`src/rtl/refclk_pkg.sv`:
```
package refclk_pkg;
  localparam int REG_W      = 32;
  localparam int INT_W      = 15;
  localparam int FRAC_W     = 9;
  localparam bit ADDR_CTRL  = 1'b0;
  localparam bit ADDR_TRIM  = 1'b1;
  localparam int SEL_LSB    = 0;
  localparam int ACT_BIT    = 8;
  localparam int SWITCH_BIT = 9;
  localparam int OE_BIT     = 12;
  localparam int ON_BIT     = 15;
  localparam int INT_LSB    = 16;
  localparam int FRAC_LSB   = 23;
endpackage

```
`src/rtl/refclk_regs.sv`:
```
module refclk_regs
  import refclk_pkg::*;
#(
  parameter int SEL_W = 4
) (
  input  logic              clk,
  input  logic              rst_n,
  input  logic              wr_en,
  input  logic              wr_addr,
  input  logic [REG_W-1:0]  wr_data,
  input  logic              rd_addr,
  input  logic              active,
  input  logic              load_done,
  output logic [SEL_W-1:0]  sel,
  output logic              on,
  output logic              oe,
  output logic              sw_req,
  output logic [INT_W-1:0]  int_sh,
  output logic [FRAC_W-1:0] frac_sh,
  output logic [REG_W-1:0]  rd_data
);
  logic              ctrl_wr, trim_wr;
  logic [SEL_W-1:0]  sel_d;
  logic              on_d, oe_d, sw_d;
  logic [INT_W-1:0]  int_d;
  logic [FRAC_W-1:0] frac_d;

  assign ctrl_wr = wr_en && (wr_addr == ADDR_CTRL);
  assign trim_wr = wr_en && (wr_addr == ADDR_TRIM);

  always_comb begin
    sel_d  = sel;
    on_d   = on;
    oe_d   = oe;
    int_d  = int_sh;
    frac_d = frac_sh;
    sw_d   = sw_req & ~load_done;
    if (ctrl_wr) begin
      if (!active) sel_d = wr_data[SEL_LSB +: SEL_W];
      on_d  = wr_data[ON_BIT];
      oe_d  = wr_data[OE_BIT];
      int_d = wr_data[INT_LSB +: INT_W];
      if (wr_data[SWITCH_BIT]) sw_d = 1'b1;
    end
    if (trim_wr) frac_d = wr_data[FRAC_LSB +: FRAC_W];
  end

  always_ff @(posedge clk or negedge rst_n) begin
    if (!rst_n) begin
      sel     <= '0;
      on      <= 1'b0;
      oe      <= 1'b0;
      sw_req  <= 1'b0;
      int_sh  <= '0;
      frac_sh <= '0;
    end else begin
      sel     <= sel_d;
      on      <= on_d;
      oe      <= oe_d;
      sw_req  <= sw_d;
      int_sh  <= int_d;
      frac_sh <= frac_d;
    end
  end

  always_comb begin
    rd_data = '0;
    if (rd_addr == ADDR_CTRL) begin
      rd_data[SEL_LSB +: SEL_W] = sel;
      rd_data[ACT_BIT]          = active;
      rd_data[SWITCH_BIT]       = sw_req;
      rd_data[OE_BIT]           = oe;
      rd_data[ON_BIT]           = on;
      rd_data[INT_LSB +: INT_W] = int_sh;
    end else begin
      rd_data[FRAC_LSB +: FRAC_W] = frac_sh;
    end
  end
endmodule

```
`src/rtl/refclk_srcsel.sv`:
```
module refclk_srcsel #(
  parameter int NSRC  = 16,
  parameter int SEL_W = 4
) (
  input  logic             clk,
  input  logic             rst_n,
  input  logic [NSRC-1:0]  src_in,
  input  logic [SEL_W-1:0] sel,
  output logic             level,
  output logic             tick
);
  logic [NSRC-1:0] src_q;
  logic            prev_q;

  assign level = src_q[sel];
  assign tick  = level & ~prev_q;

  always_ff @(posedge clk or negedge rst_n) begin
    if (!rst_n) begin
      src_q  <= '0;
      prev_q <= 1'b0;
    end else begin
      src_q  <= src_in;
      prev_q <= level;
    end
  end
endmodule

```
`src/rtl/refclk_fracdiv.sv`:
```
module refclk_fracdiv #(
  parameter int INT_W  = 15,
  parameter int FRAC_W = 9
) (
  input  logic              clk,
  input  logic              rst_n,
  input  logic              tick,
  input  logic              on,
  input  logic              sw_req,
  input  logic [INT_W-1:0]  int_sh,
  input  logic [FRAC_W-1:0] frac_sh,
  output logic              active,
  output logic              load_done,
  output logic              bypass,
  output logic              div_out
);
  localparam int H_W = INT_W + 1;

  logic              act_d, div_d;
  logic [INT_W-1:0]  n_q, n_d;
  logic [FRAC_W-1:0] m_q, m_d, acc_q, acc_d, acc_sum;
  logic [H_W-1:0]    cnt_q, cnt_d, hlen_q, hlen_d;
  logic              carry, half_end;

  assign bypass    = (n_q == '0);
  assign half_end  = active && !bypass && tick && (cnt_q == hlen_q - 1'b1);
  assign {carry, acc_sum} = {1'b0, acc_q} + {1'b0, m_q};
  assign load_done = sw_req && (!active || bypass || half_end);

  always_comb begin
    if (!active)     act_d = on;
    else if (on)     act_d = 1'b1;
    else if (bypass) act_d = 1'b0;
    else             act_d = !half_end;

    n_d    = load_done ? int_sh  : n_q;
    m_d    = load_done ? frac_sh : m_q;
    div_d  = div_out;
    cnt_d  = cnt_q;
    acc_d  = acc_q;
    hlen_d = hlen_q;

    if (!active || !act_d) begin
      div_d  = 1'b0;
      cnt_d  = '0;
      acc_d  = '0;
      hlen_d = {1'b0, n_d};
    end else if (load_done) begin
      div_d  = div_out ^ half_end;
      cnt_d  = '0;
      acc_d  = '0;
      hlen_d = {1'b0, int_sh};
    end else if (half_end) begin
      div_d  = ~div_out;
      cnt_d  = '0;
      acc_d  = acc_sum;
      hlen_d = {1'b0, n_q} + {{INT_W{1'b0}}, carry};
    end else if (tick) begin
      cnt_d  = cnt_q + 1'b1;
    end
  end

  always_ff @(posedge clk or negedge rst_n) begin
    if (!rst_n) begin
      active  <= 1'b0;
      div_out <= 1'b0;
      n_q     <= '0;
      m_q     <= '0;
      acc_q   <= '0;
      cnt_q   <= '0;
      hlen_q  <= '0;
    end else begin
      active  <= act_d;
      div_out <= div_d;
      n_q     <= n_d;
      m_q     <= m_d;
      acc_q   <= acc_d;
      cnt_q   <= cnt_d;
      hlen_q  <= hlen_d;
    end
  end
endmodule

```
`src/rtl/refclk_gen.sv`:
```
module refclk_gen
  import refclk_pkg::*;
#(
  parameter int NSRC = 16
) (
  input  logic             clk,
  input  logic             rst_n,
  input  logic [NSRC-1:0]  src_in,
  input  logic             wr_en,
  input  logic             wr_addr,
  input  logic [31:0]      wr_data,
  input  logic             rd_addr,
  output logic [31:0]      rd_data,
  output logic             clk_out
);
  localparam int SEL_W = (NSRC > 1) ? $clog2(NSRC) : 1;

  logic              rst_meta, rst_q;
  logic [SEL_W-1:0]  sel;
  logic              on, oe, sw_req, active, load_done, bypass, div_out;
  logic              level, tick;
  logic [INT_W-1:0]  int_sh;
  logic [FRAC_W-1:0] frac_sh;

  always_ff @(posedge clk or negedge rst_n) begin
    if (!rst_n) begin
      rst_meta <= 1'b0;
      rst_q    <= 1'b0;
    end else begin
      rst_meta <= 1'b1;
      rst_q    <= rst_meta;
    end
  end

  refclk_regs #(.SEL_W(SEL_W)) u_regs (
    .clk(clk), .rst_n(rst_q), .wr_en(wr_en), .wr_addr(wr_addr),
    .wr_data(wr_data), .rd_addr(rd_addr), .active(active),
    .load_done(load_done), .sel(sel), .on(on), .oe(oe), .sw_req(sw_req),
    .int_sh(int_sh), .frac_sh(frac_sh), .rd_data(rd_data)
  );

  refclk_srcsel #(.NSRC(NSRC), .SEL_W(SEL_W)) u_src (
    .clk(clk), .rst_n(rst_q), .src_in(src_in), .sel(sel),
    .level(level), .tick(tick)
  );

  refclk_fracdiv #(.INT_W(INT_W), .FRAC_W(FRAC_W)) u_div (
    .clk(clk), .rst_n(rst_q), .tick(tick), .on(on), .sw_req(sw_req),
    .int_sh(int_sh), .frac_sh(frac_sh), .active(active),
    .load_done(load_done), .bypass(bypass), .div_out(div_out)
  );

  assign clk_out = on && oe && active && (bypass ? level : div_out);
endmodule

```
`config.mk`:
```
export PLATFORM = sky130hd
export DESIGN_NAME = refclk_gen
export DESIGN_NICKNAME = d
export VERILOG_FILES = /design/src/rtl/refclk_pkg.sv /design/src/rtl/refclk_regs.sv /design/src/rtl/refclk_srcsel.sv /design/src/rtl/refclk_fracdiv.sv /design/src/rtl/refclk_gen.sv
export SDC_FILE = /design/constraint.sdc
export NUM_CORES = 1
export LEC_CHECK = 0
export BUFFER_PORTS_ARGS = -buffer_cell sky130_fd_sc_hd__buf_2
export CORE_ASPECT_RATIO = 1.75
export CORE_MARGIN = 1.5
export CORE_UTILIZATION = 60
export CTS_CLUSTER_SIZE = 40
export DETAILED_ROUTE_END_ITERATION = 10
export HOLD_SLACK_MARGIN = 0.12
export PLACE_DENSITY = 0.9
export SYNTH_ARGS = -nofsm -noshare
export SYNTH_HDL_FRONTEND = slang
export SYNTH_HIERARCHICAL = 1
export SYNTH_SLANG_ARGS = --single-unit
```
`constraint.sdc`:
```
create_clock -name clk -period 9.6 [get_ports clk]
set_input_delay 1.92 -clock clk [delete_from_list [all_inputs] [get_ports clk]]
set_output_delay 1.92 -clock clk [all_outputs]
set_load 0.03 [all_outputs]
```
== Word-level counts from Yosys, hierarchy flattened ==
Cells that the tools add are included.

* Bits of input ports: 53
* Word-level logic and storage cells: 79
* Output and inout port bits: 33
* Flip-flop bits (word level): 117

* Reduce and logical (&&, ||, !) cells: 20
* Multiplexer cells: 28
* $add $sub $neg: 4
* Magnitude comparators: 1
* Bitwise operators: 8
* Equality and inequality tests: 1

{| class="wikitable"
|+ Operators by type and width
! cell !! count
|-
| 16-bit two-way mux || 7
|-
| 9-bit two-way mux || 3
|-
| 15-bit by 1-bit adder with 16-bit output || 1
|-
| 16-bit by 1-bit adder with 16-bit output (second input constant) || 1
|-
| 16-bit equality test || 1
|-
| 8-bit two-way mux || 2
|-
| 16-bit by 1-bit subtractor with 16-bit output (second input constant) || 1
|-
| 15-bit logical NOT || 1
|-
| 15-bit two-way mux || 1
|-
| 1-bit two-way mux || 12
|-
| 9-bit by 9-bit adder with 10-bit output || 1
|-
| 1-bit logical AND || 9
|-
| 4-bit by 5-bit < comparator with 1-bit output (second input constant) || 1
|-
| 1-bit inverter || 5
|-
| 1-bit binary-select mux with 4-bit select || 1
|-
| 1-bit logical NOT || 4
|-
| 4-bit two-way mux || 1
|-
| 4-bit nonzero test || 1
|-
| 1-bit logical OR || 3
|-
| 3-bit nonzero test || 1
|-
| 1-bit AND || 2
|-
| 2-bit two-way mux || 1
|-
| 2-bit AND reduction || 1
|-
| 1-bit XOR || 1
|}

== Depth between registers and ports, before layout ==
* Depth in word-level cells: 12
* Depth in mapped cells: 17
* Mapped depth without buffers: 17

== Hierarchy ==
Netlist, hierarchy kept.

{| class="wikitable"
|+ Modules (own cells, without submodules)
! module !! cells an instance !! times used !! area each (um^2) !! seq. area each (um^2)
|-
| refclk_fracdiv || 495 || 1 || 4152.7 || 1676.6
|-
| refclk_regs || 104 || 1 || 1438.9 || 775.7
|-
| refclk_srcsel || 28 || 1 || 573.0 || 425.4
|-
| refclk_gen || 6 || 1 || 72.6 || 50.0
|}

== Worst setup path after synthesis ==
OpenSTA, ideal clock, no wires.

* Kind: input -> output
* From: input port rd_addr
* To: output port rd_data[0]
* Data required time: 7.680 ns
* Path buffers: 2
* Arrival: 2.706 ns
* Setup slack: 4.974 ns
* Stages: 3
* Cells stage by stage: buf_2 clkbuf_1 nor2b_1

* Cells in the longest elaborated chain, start to end: 1

{| class="wikitable"
|+ Ends and longest elaborated chain
! item !! line !! text
|-
| start: declaration || refclk_gen.sv:12 || <nowiki>input logic rd_addr,</nowiki>
|-
| 4-bit two-way mux || refclk_regs.sv:68 || <nowiki>if (rd_addr == ADDR_CTRL) begin</nowiki>
|-
| end: declaration || refclk_gen.sv:13 || <nowiki>output logic [31:0] rd_data,</nowiki>
|}

No other way between the ends.

== Worst setup path in the final report ==
* From: input port rd_addr
* To: output port rd_data[29]

* Cells in the longest elaborated chain, start to end: 1

{| class="wikitable"
|+ Ends and longest elaborated chain
! item !! line
|-
| 8-bit two-way mux || refclk_regs.sv:68
|}

No other way between the ends.

==> key figures <==
Timing
  – Highest attainable clock frequency: 0.206 GHz
  – Hold Worst Slack: 0.362 ns
  – Unrepaired setup endpoints after global routing: no
  – Final period demand of the worst path: 4.85 ns
  – Slew Limit Headroom: 0.278
  – Total negative setup slack: 0 ns
  – Post-route fraction of the period consumed by the critical path: 0.506
  – Clock Skew: 0.00792 ns
  – Tightest Pin Transition: 1.08 ns
  – Final max-slew violation count: 0
  – Final setup viols: 0
  – Hold Fails Final Rpt: 0

Clocking
  – Clock tree root buffer cell: clkbuf_16
  – Clock-pin slew on the worst setup and hold paths: 0.06 ns
  – Number of post-CTS setup repair buffers: 0
  – Latest clock arrival within the worst-skew pair: 0.42 ns
  – Total number of clock tree sinks: 117
  – Total CTS buffers: 17
  – Post-cts sizing count: 0
  – Worst-case clock buffer depth: 2
  – Clock H-tree levels: 4
  – CTS tree: yes
  – Post-CTS Hold Buffers: 0

Finish
  – Area overhead of the layout relative to synthesis: 15.0%
  – Count of inserted antenna diode cells: 0
  – Fill count: 693
  – Net count, final: 761
  – Finished Core Util: 0.705
  – Proportion of layout cells with a drive suffix above 1: 0.207

Pwr
  – Pwr dens: 276 nW/µm²
  – IR Drop Worst-Case VDD: 0.190 mV
  – Static leakage: 3.38 nW
  – Overall Power: 1.98 mW

Yosys
  – EDFF count, synth: 0
  – Simple-gate share of the synthesized area: 0.198
  – Part of the Yosys area used for sequential elements: 0.469
  – Post-synth top cells: dfrtp_1, nand2_1, nor2_1
  – Adder-Cell Fraction of Synth Area: 0.0293
  – Cell taking the most area after synthesis: dfrtp_1
  – Total of flip-flops plus latches after synthesis: 117
  – Top cells by area in the synthesized netlist: dfrtp_1, nand2_1, mux2_2
  – Cell count after synthesis: 633
  – Syn Std Cell Area: 6240 µm²
  – Post-Synthesis Mean Instance Area: 9.85 µm²
  – Yosys warning count: 6
  – Compound-gate portion of the synthesized area: 0.109
  – Ys async rst share: 1.00
  – Most used standard cell by instance count after synthesis: dfrtp_1
  – XOR/XNOR share of the synthesized area: 0.0548
  – Most common flop cell mapped by yosys: dfrtp_1
  – Combinational family with the most area after synthesis: simple AND/OR/NAND/NOR gates
  – Unique masters post-synth: 62
  – Share of the synthesized area in the top cell type: 0.469
  – Share of synthesized area spent on multiplexers: 0.0937

Worst setup path
  – Data arrival time of the critical path: 2.93 ns
  – Worst Path Max Fanout: 24
  – Largest stage delay, worst path: 0.42 ns
  – Worst path slowest cell: buf_2
  – Crit path buffers/inverters: 2
  – Capturing element type of the critical path: primary output
  – Type of origin of the critical path: input port
  – Worst endpoint required time: 7.68 ns
  – Crit Path Category: input port to primary output
  – Cell class contributing the biggest share of worst-path delay: buffers and inverters
  – Ordered list of cells on the worst path: buf_2 -> mux2_2 -> buf_2
  – Cell type with the highest occurrence count on the critical path: buf_2

Floorplan
  – DIE HEIGHT: 138 µm
  – Area of the die: 11,000 µm²
  – Placement row count: 49
  – Core area: 10,200 µm²
  – Overall die width: 80.1 µm
  – Effective utilization at floorplan: 0.613
  – I/O Pins: 86

Drt
  – Total length of routed wires: 17,000 µm
  – DRC viols: 0
  – Detailed router's first-iteration violation count: 498
  – Vias per Instance: 6.50
  – Remaining number of nets flagged by the antenna check after routing: 0
  – Pre-Repair DR Iteration Count: 7
  – Total via count after detailed routing: 5,417
  – Average wire length per cell after detail routing: 20.4 µm

Global route
  – Via count of the first global-routing pass: 5,775
  – Initial antenna violation count: 0
  – Total routing resource utilization after global routing: 0.332
  – Global route overflow: 0
  – Maximum number of pins on one net before global-route repair: 67
  – Global-route wire length before repair: 27,500 µm

Outcome
  – Outcome: finished clean

Job
  – Max_cap viols: 0

Place
  – Last weighted congestion value of the routability-driven placer: 0.890
  – Port Buf Inserts: 68
  – HPWL after DPL: 10,500 µm

Worst hold path
  – Hold Crit Class: flip-flop to async pin
-- cell usage in the layout, fill, tap and decap left out, drive strengths merged, types with 16 or more instances in the layout --
| cell type | n |
|---|---|
| a21oi | 29 |
| and3 | 16 |
| buf | 73 |
| clkbuf | 19 |
| dfrtp | 117 |
| inv | 23 |
| mux2 | 39 |
| nand2 | 100 |
| nand3 | 16 |
| nor2 | 45 |
| nor2b | 19 |
| o21ai | 20 |
| xnor2 | 18 |
| xor2 | 21 |
-- through the flow --
stage,setup slack [ns],area [µm²],instances
6_report,4.75,7170,834
5_1_grt,4.71,7170,834
4_1_cts,4.75,7170,834
3_5_place_dp,4.75,6600,802
3_3_place_gp,4.80,6600,802
2_1_floorplan,4.97,6260,640
-- area by class of cell --
| type | instances | area (µm²) | share of cell area |
|---|---|---|---|
| clock inverters | 13 | 121 | 0.0169 |
| multi-input cells | 466 | 3060 | 0.426 |
| repair buffers | 73 | 378 | 0.0527 |
| well taps | 127 | 159 | 0.0222 |
| inverters | 19 | 71.3 | 0.00994 |
| flip-flops and latches | 117 | 2930 | 0.409 |
| clock buffers | 19 | 453 | 0.0631 |
-- flip-flops by register name, summed over array words and instances (netlist names), 4 cells and up --
register	cells
u_div/n_q	15
u_div/cnt_q	16
u_src/src_q	16
u_div/m_q	9
u_regs/frac_sh	9
u_regs/sel	4
u_div/hlen_q	16
u_regs/int_sh	15
u_div/acc_q	9
-- where the power goes --
group          switching, mW  total (mW)  internal (mW)
Sequential             0.193       0.813          0.620
Clock                  0.239       0.611          0.372
Combinational          0.315       0.557          0.242
-- cells by family (layout without fill, tap and decap cells) --
group,count (synthesis),count (layout)
and+or+nand+nor,252,252
xor gates and xnor gates,39,39
AOI/OAI and AO/OA,105,105
muxes,47,47
adders and majority gates,14,14
DFF,117,117
buffers and inverters,57,124
other,2,9
-- worst paths after layout --
check	from	to	slack [ns]	cells past startpoint
setup reg to reg	u_div/m_q[1]	u_div/hlen_q[14]	5.21	17
max in group asynchronous	rst_q	u_div/cnt_q[9]	7.96	1
hold reg to reg	rst_q	u_regs/frac_sh[8]	0.36	0
min in group clk	rst_meta	rst_q	0.37	0
hold / removal	rst_q	u_regs/frac_sh[8]	0.36	0
setup / recovery	rd_addr	rd_data[29]	4.75	3
-- metal layers --
layer	up-vias	wire length, µm	track usage
met3	114	1170	0.0704
li1	2340	-	-
met2	363	9210	0.591
met1	2600	5500	0.337
met5	-	0	0
met4	0	1100	0.236
No activity file was read; power rests on OpenSTA's default activity.
